## src/rtl/can_rxf_pkg.sv

```systemverilog
package can_rxf_pkg;

  localparam int RXF_BYTE_W  = 8;
  localparam int RXF_LEN_W   = 4;
  localparam int RXF_MAX_DAT = 8;

  // Stored length of a message, derived from its frame-info byte.
  function automatic logic [RXF_LEN_W-1:0] rxf_msg_len(input logic [RXF_BYTE_W-1:0] info);
    logic [RXF_LEN_W-1:0] hdr;
    logic [RXF_LEN_W-1:0] body;
    hdr  = info[7] ? 4'd5 : 4'd3;
    body = (info[3:0] > 4'(RXF_MAX_DAT)) ? 4'(RXF_MAX_DAT) : info[3:0];
    if (info[6]) body = 4'd0;
    return hdr + body;
  endfunction

  // Frame-info byte as stored: the two unused bits forced to zero.
  function automatic logic [RXF_BYTE_W-1:0] rxf_info_clean(input logic [RXF_BYTE_W-1:0] info);
    return {info[7:6], 2'b00, info[3:0]};
  endfunction

endpackage

```

## src/rtl/can_rxf_ram.sv

```systemverilog
module can_rxf_ram #(
  parameter int DEPTH = 64,
  localparam int AW   = $clog2(DEPTH)
) (
  input  logic          clk,
  input  logic          we,
  input  logic [AW-1:0] waddr,
  input  logic [7:0]    wdata,
  input  logic [AW-1:0] raddr_a,
  output logic [7:0]    rdata_a,
  input  logic [AW-1:0] raddr_b,
  output logic [7:0]    rdata_b
);

  logic [7:0] mem [DEPTH];

  always_ff @(posedge clk) begin
    if (we) mem[waddr] <= wdata;
  end

  assign rdata_a = mem[raddr_a];
  assign rdata_b = mem[raddr_b];

endmodule

```

## src/rtl/can_rxf_assembler.sv

```systemverilog
module can_rxf_assembler
  import can_rxf_pkg::*;
#(
  parameter int DEPTH = 64,
  localparam int AW   = $clog2(DEPTH)
) (
  input  logic                 clk,
  input  logic                 rst_n,
  input  logic                 rx_valid,
  input  logic                 rx_sof,
  input  logic [7:0]           rx_byte,
  input  logic [AW:0]          free_bytes,
  output logic                 ram_we,
  output logic [AW-1:0]        ram_waddr,
  output logic [7:0]           ram_wdata,
  output logic                 commit,
  output logic [RXF_LEN_W-1:0] commit_len,
  output logic                 drop
);

  logic                 active;
  logic [RXF_LEN_W-1:0] idx;
  logic [RXF_LEN_W-1:0] len_q;
  logic [AW-1:0]        wr_base;

  logic                 sof_go;
  logic                 fits;
  logic                 accept;
  logic                 cont;
  logic [RXF_LEN_W-1:0] new_len;

  always_comb begin
    sof_go    = rx_valid && rx_sof;
    new_len   = rxf_msg_len(rx_byte);
    fits      = ({{(AW+1-RXF_LEN_W){1'b0}}, new_len} <= free_bytes);
    accept    = sof_go && fits;
    drop      = sof_go && !fits;
    cont      = rx_valid && !rx_sof && active;
    ram_we    = accept || cont;
    ram_waddr = accept ? wr_base : wr_base + AW'(idx);
    ram_wdata = accept ? rxf_info_clean(rx_byte) : rx_byte;
    commit    = cont && (idx == len_q - 4'd1);
    commit_len = len_q;
  end

  always_ff @(posedge clk or negedge rst_n) begin
    if (!rst_n) begin
      active  <= 1'b0;
      idx     <= '0;
      len_q   <= '0;
      wr_base <= '0;
    end else if (accept) begin
      active <= 1'b1;
      idx    <= 4'd1;
      len_q  <= new_len;
    end else if (drop) begin
      active <= 1'b0;
    end else if (cont) begin
      if (commit) begin
        active  <= 1'b0;
        wr_base <= wr_base + AW'(len_q);
      end else begin
        idx <= idx + 4'd1;
      end
    end
  end

endmodule

```

## src/rtl/can_rxf_window.sv

```systemverilog
module can_rxf_window
  import can_rxf_pkg::*;
#(
  parameter int DEPTH    = 64,
  parameter int ADDR_W   = 5,
  parameter int WIN_BASE = 16,
  parameter int WIN_SIZE = 13,
  localparam int AW      = $clog2(DEPTH)
) (
  input  logic                 clk,
  input  logic                 rst_n,
  input  logic                 rel_go,
  input  logic                 rd_en,
  input  logic [ADDR_W-1:0]    rd_addr,
  output logic [AW-1:0]        win_raddr,
  input  logic [7:0]           win_rdata,
  output logic [AW-1:0]        head_ptr,
  input  logic [7:0]           head_info,
  output logic [RXF_LEN_W-1:0] rel_len,
  output logic [7:0]           rd_data
);

  logic              in_win;
  logic [ADDR_W-1:0] offset;

  always_comb begin
    in_win    = (rd_addr >= ADDR_W'(WIN_BASE)) && (rd_addr < ADDR_W'(WIN_BASE + WIN_SIZE));
    offset    = rd_addr - ADDR_W'(WIN_BASE);
    win_raddr = head_ptr + AW'(offset);
    rel_len   = rxf_msg_len(head_info);
  end

  always_ff @(posedge clk or negedge rst_n) begin
    if (!rst_n) begin
      head_ptr <= '0;
      rd_data  <= '0;
    end else begin
      if (rel_go) head_ptr <= head_ptr + AW'(rel_len);
      if (rd_en)  rd_data  <= in_win ? win_rdata : 8'h00;
    end
  end

endmodule

```

## src/rtl/can_rx_msg_fifo.sv

```systemverilog
module can_rx_msg_fifo
  import can_rxf_pkg::*;
#(
  parameter int DEPTH    = 64,
  parameter int ADDR_W   = 5,
  parameter int WIN_BASE = 16,
  localparam int AW      = $clog2(DEPTH),
  localparam int CNT_W   = $clog2(DEPTH / 3 + 1)
) (
  input  logic              clk,
  input  logic              rst_n,
  input  logic              rx_valid,
  input  logic              rx_sof,
  input  logic [7:0]        rx_byte,
  input  logic              rd_en,
  input  logic [ADDR_W-1:0] rd_addr,
  output logic [7:0]        rd_data,
  input  logic              cmd_release,
  input  logic              cmd_clr_ovr,
  output logic              rx_avail,
  output logic              overrun,
  output logic [CNT_W-1:0]  msg_count
);

  localparam int WIN_SIZE = 5 + RXF_MAX_DAT;

  logic [AW:0]          used;
  logic [AW:0]          free_bytes;
  logic                 ram_we;
  logic [AW-1:0]        ram_waddr;
  logic [7:0]           ram_wdata;
  logic [AW-1:0]        win_raddr;
  logic [7:0]           win_rdata;
  logic [AW-1:0]        head_ptr;
  logic [7:0]           head_info;
  logic [RXF_LEN_W-1:0] rel_len;
  logic [RXF_LEN_W-1:0] commit_len;
  logic                 commit_evt;
  logic                 drop_evt;
  logic                 release_go;

  assign free_bytes = (AW+1)'(DEPTH) - used;
  assign release_go = cmd_release && (msg_count != '0);
  assign rx_avail   = (msg_count != '0);

  can_rxf_ram #(.DEPTH(DEPTH)) u_ram (
    .clk     (clk),
    .we      (ram_we),
    .waddr   (ram_waddr),
    .wdata   (ram_wdata),
    .raddr_a (win_raddr),
    .rdata_a (win_rdata),
    .raddr_b (head_ptr),
    .rdata_b (head_info)
  );

  can_rxf_assembler #(.DEPTH(DEPTH)) u_asm (
    .clk        (clk),
    .rst_n      (rst_n),
    .rx_valid   (rx_valid),
    .rx_sof     (rx_sof),
    .rx_byte    (rx_byte),
    .free_bytes (free_bytes),
    .ram_we     (ram_we),
    .ram_waddr  (ram_waddr),
    .ram_wdata  (ram_wdata),
    .commit     (commit_evt),
    .commit_len (commit_len),
    .drop       (drop_evt)
  );

  can_rxf_window #(
    .DEPTH    (DEPTH),
    .ADDR_W   (ADDR_W),
    .WIN_BASE (WIN_BASE),
    .WIN_SIZE (WIN_SIZE)
  ) u_win (
    .clk       (clk),
    .rst_n     (rst_n),
    .rel_go    (release_go),
    .rd_en     (rd_en),
    .rd_addr   (rd_addr),
    .win_raddr (win_raddr),
    .win_rdata (win_rdata),
    .head_ptr  (head_ptr),
    .head_info (head_info),
    .rel_len   (rel_len),
    .rd_data   (rd_data)
  );

  always_ff @(posedge clk or negedge rst_n) begin
    if (!rst_n) begin
      used      <= '0;
      msg_count <= '0;
      overrun   <= 1'b0;
    end else begin
      used <= used
            + (commit_evt ? (AW+1)'(commit_len) : '0)
            - (release_go ? (AW+1)'(rel_len)    : '0);
      msg_count <= msg_count + CNT_W'(commit_evt) - CNT_W'(release_go);
      if (drop_evt)         overrun <= 1'b1;
      else if (cmd_clr_ovr) overrun <= 1'b0;
    end
  end

endmodule

```

## config.mk

```make
export PLATFORM = sky130hd
export DESIGN_NAME = can_rx_msg_fifo
export DESIGN_NICKNAME = d
export VERILOG_FILES = /design/src/rtl/can_rxf_pkg.sv /design/src/rtl/can_rxf_ram.sv /design/src/rtl/can_rxf_assembler.sv /design/src/rtl/can_rxf_window.sv /design/src/rtl/can_rx_msg_fifo.sv
export SDC_FILE = /design/constraint.sdc
export NUM_CORES = 1
export LEC_CHECK = 0
export ABC_AREA = 1
export ABC_CLOCK_PERIOD_IN_PS = 4820
export BUFFER_PORTS_ARGS = -buffer_cell sky130_fd_sc_hd__buf_2
export CAP_MARGIN = 10
export CORE_MARGIN = 4
export CORE_UTILIZATION = 30
export CTS_BUF_LIST = sky130_fd_sc_hd__clkbuf_4 sky130_fd_sc_hd__clkbuf_8
export DETAILED_ROUTE_END_ITERATION = 8
export MAX_ROUTING_LAYER = met4
export PLACE_DENSITY_LB_ADDON = 0.12
export SLEW_MARGIN = 20
export SYNTH_ARGS = -nofsm -noshare
export SYNTH_HDL_FRONTEND = slang
export SYNTH_SLANG_ARGS = --single-unit
```

## constraint.sdc

```tcl
create_clock -name clk -period 4.82 [get_ports clk]
set_input_delay 0.241 -clock clk [delete_from_list [all_inputs] [get_ports clk]]
set_output_delay 0.241 -clock clk [all_outputs]
set_load 0.01 [all_outputs]
```

Yosys cells after proc, flatten, opt, wreduce, memory -nomap -nowiden

Memories as Yosys holds them, arrays and structs flattened.
Cells that the tools add are included.

Register bits: 42
Bits in writable memories: 512
Bits of input ports: 20
Output and inout bits: 15
Word-level logic and storage cells: 76
Memories kept: 1

Memories:

| memory    | depth | bits a word | read ports | clocked after Yosys merged registers in | wr ports | RTL line          | text |
|---|---|---|---|---|---|---|---|
| u_ram.mem | 64    | 8           | 2          | 0                                       | 1        | can_rxf_ram.sv:15 | `logic [7:0] mem [DEPTH];` |

Add/subtract/negate cells: 14
$lt $le $gt $ge: 5
Equality and inequality tests: 3
Muxes and demuxes: 23
Bitwise logic cells: 2
Reductions and logical operators: 19

Operator list:

| operator              | count |
|---|---|
| $mux W4               | 10 |
| $add A6 B4 Y6         | 3 |
| $mux W6               | 2 |
| $add A4 B4 Y4         | 2 |
| $gt A4 B4 Y1 const B  | 2 |
| $logic_and A1 B1 Y1   | 8 |
| $mux W1               | 8 |
| $mux W8               | 1 |
| $add A7 B4 Y7         | 1 |
| $le A4 B7 Y1          | 1 |
| $sub A7 B4 Y7         | 1 |
| $sub A7 B7 Y7 const A | 1 |
| $add A6 B5 Y6         | 1 |
| $mux W3               | 2 |
| $reduce_bool A3 Y1    | 2 |
| $add A5 B1 Y5         | 1 |
| $ge A5 B5 Y1 const B  | 1 |
| $lt A5 B5 Y1 const B  | 1 |
| $reduce_bool A5 Y1    | 1 |
| $sub A5 B1 Y5         | 1 |
| $sub A5 B5 Y5 const B | 1 |
| $add A4 B1 Y4 const B | 1 |
| $eq A4 B4 Y1          | 1 |
| $ne A2 B1 Y1 const B  | 2 |
| other kinds (8)       | 11 |

Longest topological paths before layout

Depth in word-level cells: 9
Mapped depth: 33
Gate-level depth less buffers: 31

By module

A second synthesis with hierarchy kept.

Cells, all modules: 3470
Area total of the unflattened synthesis: 30090.1 µm²

Modules (own cells, without submodules):

| module            | times used | cells an instance | area an instance (µm²) | sequential area each (µm²) |
|---|---|---|---|---|
| can_rxf_ram       | 1          | 2992              | 26464.1                | 15374.7 |
| can_rxf_assembler | 1          | 216               | 1501.4                 | 375.4 |
| can_rx_msg_fifo   | 1          | 132               | 1087.3                 | 325.3 |
| can_rxf_window    | 1          | 130               | 1037.2                 | 350.3 |

Least setup slack after synthesis

Ideal clock, no wire load.

Path kind: input-to-reg
Start: in rx_byte[6]
End: mem u_ram.mem[0][4] (data pin)
Library setup time: 0.499 ns
Arrival time: 3.545 ns
Slack: 0.776 ns
Stages on the path: 15
Buffers on the path: 0
Cell sequence: nor2_1 -> nand2_1 -> inv_1 -> ha_1 -> nand2_1 -> o21ai_0 -> xor2_1 -> ha_1 -> nand2_1 -> o22ai_1 -> a211oi_2 -> nand3b_2 -> nand2_4 -> inv_2 -> nor2_1

Cells in the longest elaborated chain, start to end: 5

RTL lines:

| what                       | RTL line                | text |
|---|---|---|
| start, declared            | can_rx_msg_fifo.sv:14   | `input logic [7:0] rx_byte,` |
| $mux W4                    | can_rxf_pkg.sv:13       | `if (info[6]) body = 4'd0;` |
| $add A4 B4 Y4              | can_rxf_pkg.sv:14       | `return hdr + body;` |
| named net u_asm.new_len[3] | can_rxf_assembler.sv:30 | `logic [RXF_LEN_W-1:0] new_len;` |
| $le A4 B7 Y1               | can_rxf_assembler.sv:35 | `fits = ({{(AW+1-RXF_LEN_W){1'b0}}, new_len} <= free_bytes);` |
| $logic_and A1 B1 Y1        | can_rxf_assembler.sv:36 | `accept = sof_go && fits;` |
| $mux W6                    | can_rxf_assembler.sv:41 | `ram_wdata = accept ? rxf_info_clean(rx_byte) : rx_byte;` |
| named net ram_wdata[4]     | can_rx_msg_fifo.sv:31   | `logic [7:0] ram_wdata;` |
| end, declared              | can_rxf_ram.sv:15       |  |

The timed path passes the listed nets, and every way through them passes these cells.

Worst setup path after layout

Start: reg u_win.head_ptr[0]
End: reg used[5]

Cells in the longest elaborated chain, start to end: 7

RTL lines:

| what                   | RTL line              | text |
|---|---|---|
| start, declared        | can_rxf_window.sv:17  | `output logic [AW-1:0] head_ptr,` |
| start signal, assigned | can_rxf_window.sv:38  | `if (rel_go) head_ptr <= head_ptr + AW'(rel_len);` |
| $mem_v2 Z64 W8 *       | n/a                   |  |
| $gt A4 B4 Y1           | can_rxf_pkg.sv:12     | `body = (info[3:0] > 4'(RXF_MAX_DAT)) ? 4'(RXF_MAX_DAT) : info[3:0];` |
| $mux W4                | can_rxf_pkg.sv:12     |  |
| $mux W4                | can_rxf_pkg.sv:13     |  |
| $add A4 B4 Y4 *        | can_rxf_pkg.sv:14     |  |
| $mux W4 *              | can_rx_msg_fifo.sv:99 | `- (release_go ? (AW+1)'(rel_len) : '0);` |
| $sub A7 B4 Y7 *        | can_rx_msg_fifo.sv:99 |  |
| end signal, assigned   | can_rx_msg_fifo.sv:97 | `used <= used` |
| end, declared          | can_rx_msg_fifo.sv:27 | `logic [AW:0] used;` |

Mark *: on every way between the ends. The rest lies on a longest branch, timed or not.
A chain may end at the register's enable or synchronous reset.

==> results.md <==
* Via density at 5.32
* Core area at 91500 um^2
* Clock Latency Late Sink at 720 ps
* Vias in the first global route at 22300
* Slowest CP cell: fa_2
* Total of max-cap violations at 0
* Final std cells w/o fill at 4262
* TritonCTS Buffers at 104
* CTS tree: done
* Synth Net Count at 2885
* Syn-to-layout area delta at 18.9%
* DRT iter0 DRCs at 2304
* Syn. warnings at 0
* Seq cells post-synth at 554
* Fin crit period at 4610 ps
* Total gr overflow at 0
* Crit. Startpoint: u_win.head_ptr[0]
* Peak VDD IR at 0.476 mV
* Primary FF master, synth: edfxtp_1
* Nets at 3059
* Worst Max-Slew Pin Slew at 1090 ps
* Worst EP arrival at 5210 ps
* Unrepaired setup endpoints after global routing: true
* Die Y at 312 um
* Layout cells sized above 1 at 16.2%
* CP Capture Type: register
* Setup_tns at 0 ps
* Area of the multi-input gates at 9980 um^2
* Routability Congestion at 0.878
* Hold WC Path Type: input port to register
* Clk root buf: clkbuf_8
* Wire length of the first global-routing pass at 150 mm
* Hold Crit Start: rx_byte[3]
* FF/Latch Area at 16400 um^2
* Pwr per Cell Area at 793 nW/um^2
* Post-route DRC at 0
* Worst EP required at 5420 ps
* R2R setup slack at 210 ps
* Async S/R FF share, synth at 7.58%
* Largest net degree at the start of global routing at 68
* Most frequent CP cell: nor2_1
* Status: complete, no violations
* Clk_skew at 54.2 ps
* Max Freq at 217 MHz
* Final setup fails at 0
* Syn avg cell area at 9.84 um^2
* Leakage power figure at 12.5 nW
* Cells after Synth at 2812
* Post-synth EDFFs at 512
* Starting Density at 30.2%
* Critical path cell sequence: buf_16 -> buf_4 -> o21ai_0 -> o22ai_1 -> nor2_1 -> o221ai_2 -> buf_4 -> nand3_1 -> nand2_2 -> fa_2 -> nor2_1 -> buf_4 -> fa_1 -> inv_1 -> ha_1 -> nand2_1 -> nor2_1 -> a211oi_2 -> nor2_1 -> o21ai_1 -> nand2_1 -> xnor2_1
* Critical path class: register to register
* Synth Cell Area at 27700 um^2
* Io pins at 35
* R2R depth at 22
* Fillers at 9076
* CP peak stage delay at 630 ps
* Sinks on Clock Net at 554
* Critical Path End: used[5]
* Count of buffer and inverter cells on the critical path at 5
* Max FO, Critical Path at 20
* Placed wire-length estimate at 66.6 mm
* Critical R2R Capture: used[5]
* Die area at 97100 um^2
* Fin crit share at 95.5%
* Row count at 111
* I/O Buffers at 34
* Wire length per cell at 24.2 um
* Clock slew at reported path FFs at 60 ps
* ANT nets after route at 0
* Post-Layout Inst Area at 32900 um^2
* Die width at 312 um
* R2r startpoint: u_win.head_ptr[0]
* Tot GR Track Use at 21.1%
* Yosys cell types at 50
* DR vias at 22700
* Register area share after synthesis at 59.4%
* CTS max path bufs at 3
* Final slew viol count at 0
* Initial antenna violation count at 3
* Startpoint Class: register
* H-Tree Depth at 3
* Worst path top cell family by delay: adder cells
* DP Area at 30400 um^2
* Total Routed Length at 103 mm
* Cell depth of the worst setup path at 22
* Max_slew headroom at 26.8%
* Hold violation count in the final report at 0
* DP Cell Count at 4047
* DRT Pass-1 Iters at 5
==> worst register-to-register path, delay by kind of cell (launching register included) <==
family | cells | cell delay [ps]
buffers and inverters | 5 | 790
xor gates and xnor gates | 1 | 120
AOI/OAI and AO/OA | 5 | 780
adders and majority gates | 3 | 1440
and+or+nand+nor | 8 | 780
DFF | 1 | 570
==> power breakdown <==
part,leakage (nW),total [mW],switching [mW],internal [mW]
clock,1.10,4.63,2.09,2.54
combinational,6.25,15.5,10.3,5.25
sequential,5.12,5.92,0.253,5.66
==> registers in the layout (all words and copies together) (netlist names) <==
name              cells
u_ram.mem           512
overrun               1
msg_count             5
u_asm.wr_base         6
u_win.rd_data         8
u_asm.commit_len      4
used                  7
u_asm.active          1
u_win.head_ptr        6
u_asm.idx             4
==> per-layer routing <==
| metal | global-route usage (%) | part of all wire [%] | wire length (um) |
|---|---|---|---|
| met4 | 6.69 | 2.9 | 2990 |
| met1 | 28.2 | 44 | 45100 |
| met2 | 33.2 | 46 | 47700 |
| met3 | 3.26 | 7.1 | 7370 |
| met5 | - | 0 | 0 |
==> cell usage after synthesis (2+ instances only) <==
| cell | number | share of area (%) |
|---|---|---|
| clkbuf_1 | 82 | 1.1 |
| nor3_1 | 3 | 0.054 |
| o21ai_1 | 6 | 0.11 |
| nor2_2 | 3 | 0.068 |
| fa_1 | 11 | 0.80 |
| nor2_4 | 3 | 0.12 |
| a211oi_1 | 14 | 0.38 |
| o311ai_0 | 2 | 0.063 |
| inv_2 | 9 | 0.12 |
| nor2_1 | 209 | 2.8 |
| o22ai_1 | 20 | 0.45 |
| a21oi_1 | 266 | 4.8 |
| xor2_2 | 2 | 0.12 |
| o21ai_0 | 261 | 4.7 |
| a22oi_1 | 7 | 0.19 |
| xor2_1 | 23 | 0.73 |
| o221ai_1 | 3 | 0.095 |
| inv_1 | 139 | 1.9 |
| xnor2_1 | 13 | 0.41 |
| buf_1 | 16 | 0.22 |
| ha_1 | 42 | 1.9 |
| nand3_1 | 230 | 4.2 |
| nand2_4 | 6 | 0.24 |
| a32o_1 | 15 | 0.54 |
| a32oi_1 | 15 | 0.47 |
| nand2_1 | 657 | 8.9 |
| dfrtp_1 | 42 | 3.8 |
| a221oi_1 | 52 | 1.6 |
| o211ai_1 | 13 | 0.35 |
| edfxtp_1 | 512 | 56 |
| buf_4 | 16 | 0.43 |
| o21ai_2 | 3 | 0.095 |
| buf_6 | 3 | 0.12 |
| clkinv_1 | 3 | 0.041 |
| o31ai_1 | 15 | 0.41 |
| nand2_2 | 10 | 0.23 |
| buf_2 | 72 | 1.3 |
| nand4_1 | 2 | 0.045 |
==> kinds of logic (layout without fill, tap and decap cells) <==
kind of cell | after synthesis | in the layout | share of synthesized area, %
AO/OA/AOI/OAI | 697 | 697 | 14.5
XOR/XNOR | 38 | 38 | 1.26
adder cells (fa/ha/maj) | 53 | 53 | 2.70
buffers and inverters | 341 | 604 | 5.26
flip-flops | 554 | 554 | 59.4
other | 0 | 1 | 0
AND/OR/NAND/NOR | 1129 | 1129 | 16.9
==> per-stage QoR <==
step                      setup slack, ps  total power, mW  util (%)  hold slack (ps)
after global routing                -33.0             27.8      35.9              121
after CTS                            34.5             25.6      35.6             64.0
final                                 215             26.1      35.9              150
after floorplan                       776             14.4         -            -54.6
after detailed placement             98.4             20.9      33.2              411
after global placement               93.1             20.9      33.2              399
==> timing repair <==
action	CTS	global route
setup buffers	0	6
hold endpoints to repair	56	0
hold buffers	9	0
gates resized for setup	0	51
setup endpoints to repair	0	4
==> cell usage in the layout (no fill, tap or decap), types with 27 or more instances in the layout <==
| cell type | Yosys | final |
|---|---|---|
| nand3_1 | 230 | 223 |
| buf_2 | 72 | 34 |
| inv_1 | 139 | 136 |
| clkbuf_8 | 0 | 110 |
| a221oi_1 | 52 | 52 |
| buf_12 | 0 | 27 |
| nand2_1 | 657 | 647 |
| clkbuf_4 | 0 | 28 |
| nor2_1 | 209 | 204 |
| ha_1 | 42 | 40 |
| a21oi_1 | 266 | 263 |
| clkinv_1 | 3 | 34 |
| dfrtp_1 | 42 | 39 |
| o21ai_0 | 261 | 251 |
| edfxtp_1 | 512 | 512 |
| buf_4 | 16 | 180 |
==> area by class of cell <==
class                      instances  share of cell area [%]
multi-input combinational       1917                    30.3
timing repair buffer             258                    7.08
inverter                         151                    1.77
clock inverter                    57                    1.08
clock buffer                     138                    5.24
tap                             1186                    4.51
antenna                            1                 0.00761
sequential                       554                    50.0
==> how the worst min path moves through the flow <==
stage / endpoint / slack, ps / cells past startpoint
global placement: msg_count[2] / 400 / 2
global route: u_ram.mem[56][3] / 120 / 2
floorplan: msg_count[0] / -50 / 0
finish: u_ram.mem[56][3] / 150 / 2
CTS: u_ram.mem[56][3] / 60 / 2
detailed placement: msg_count[2] / 410 / 2
(Power assumes the default switching activity.)
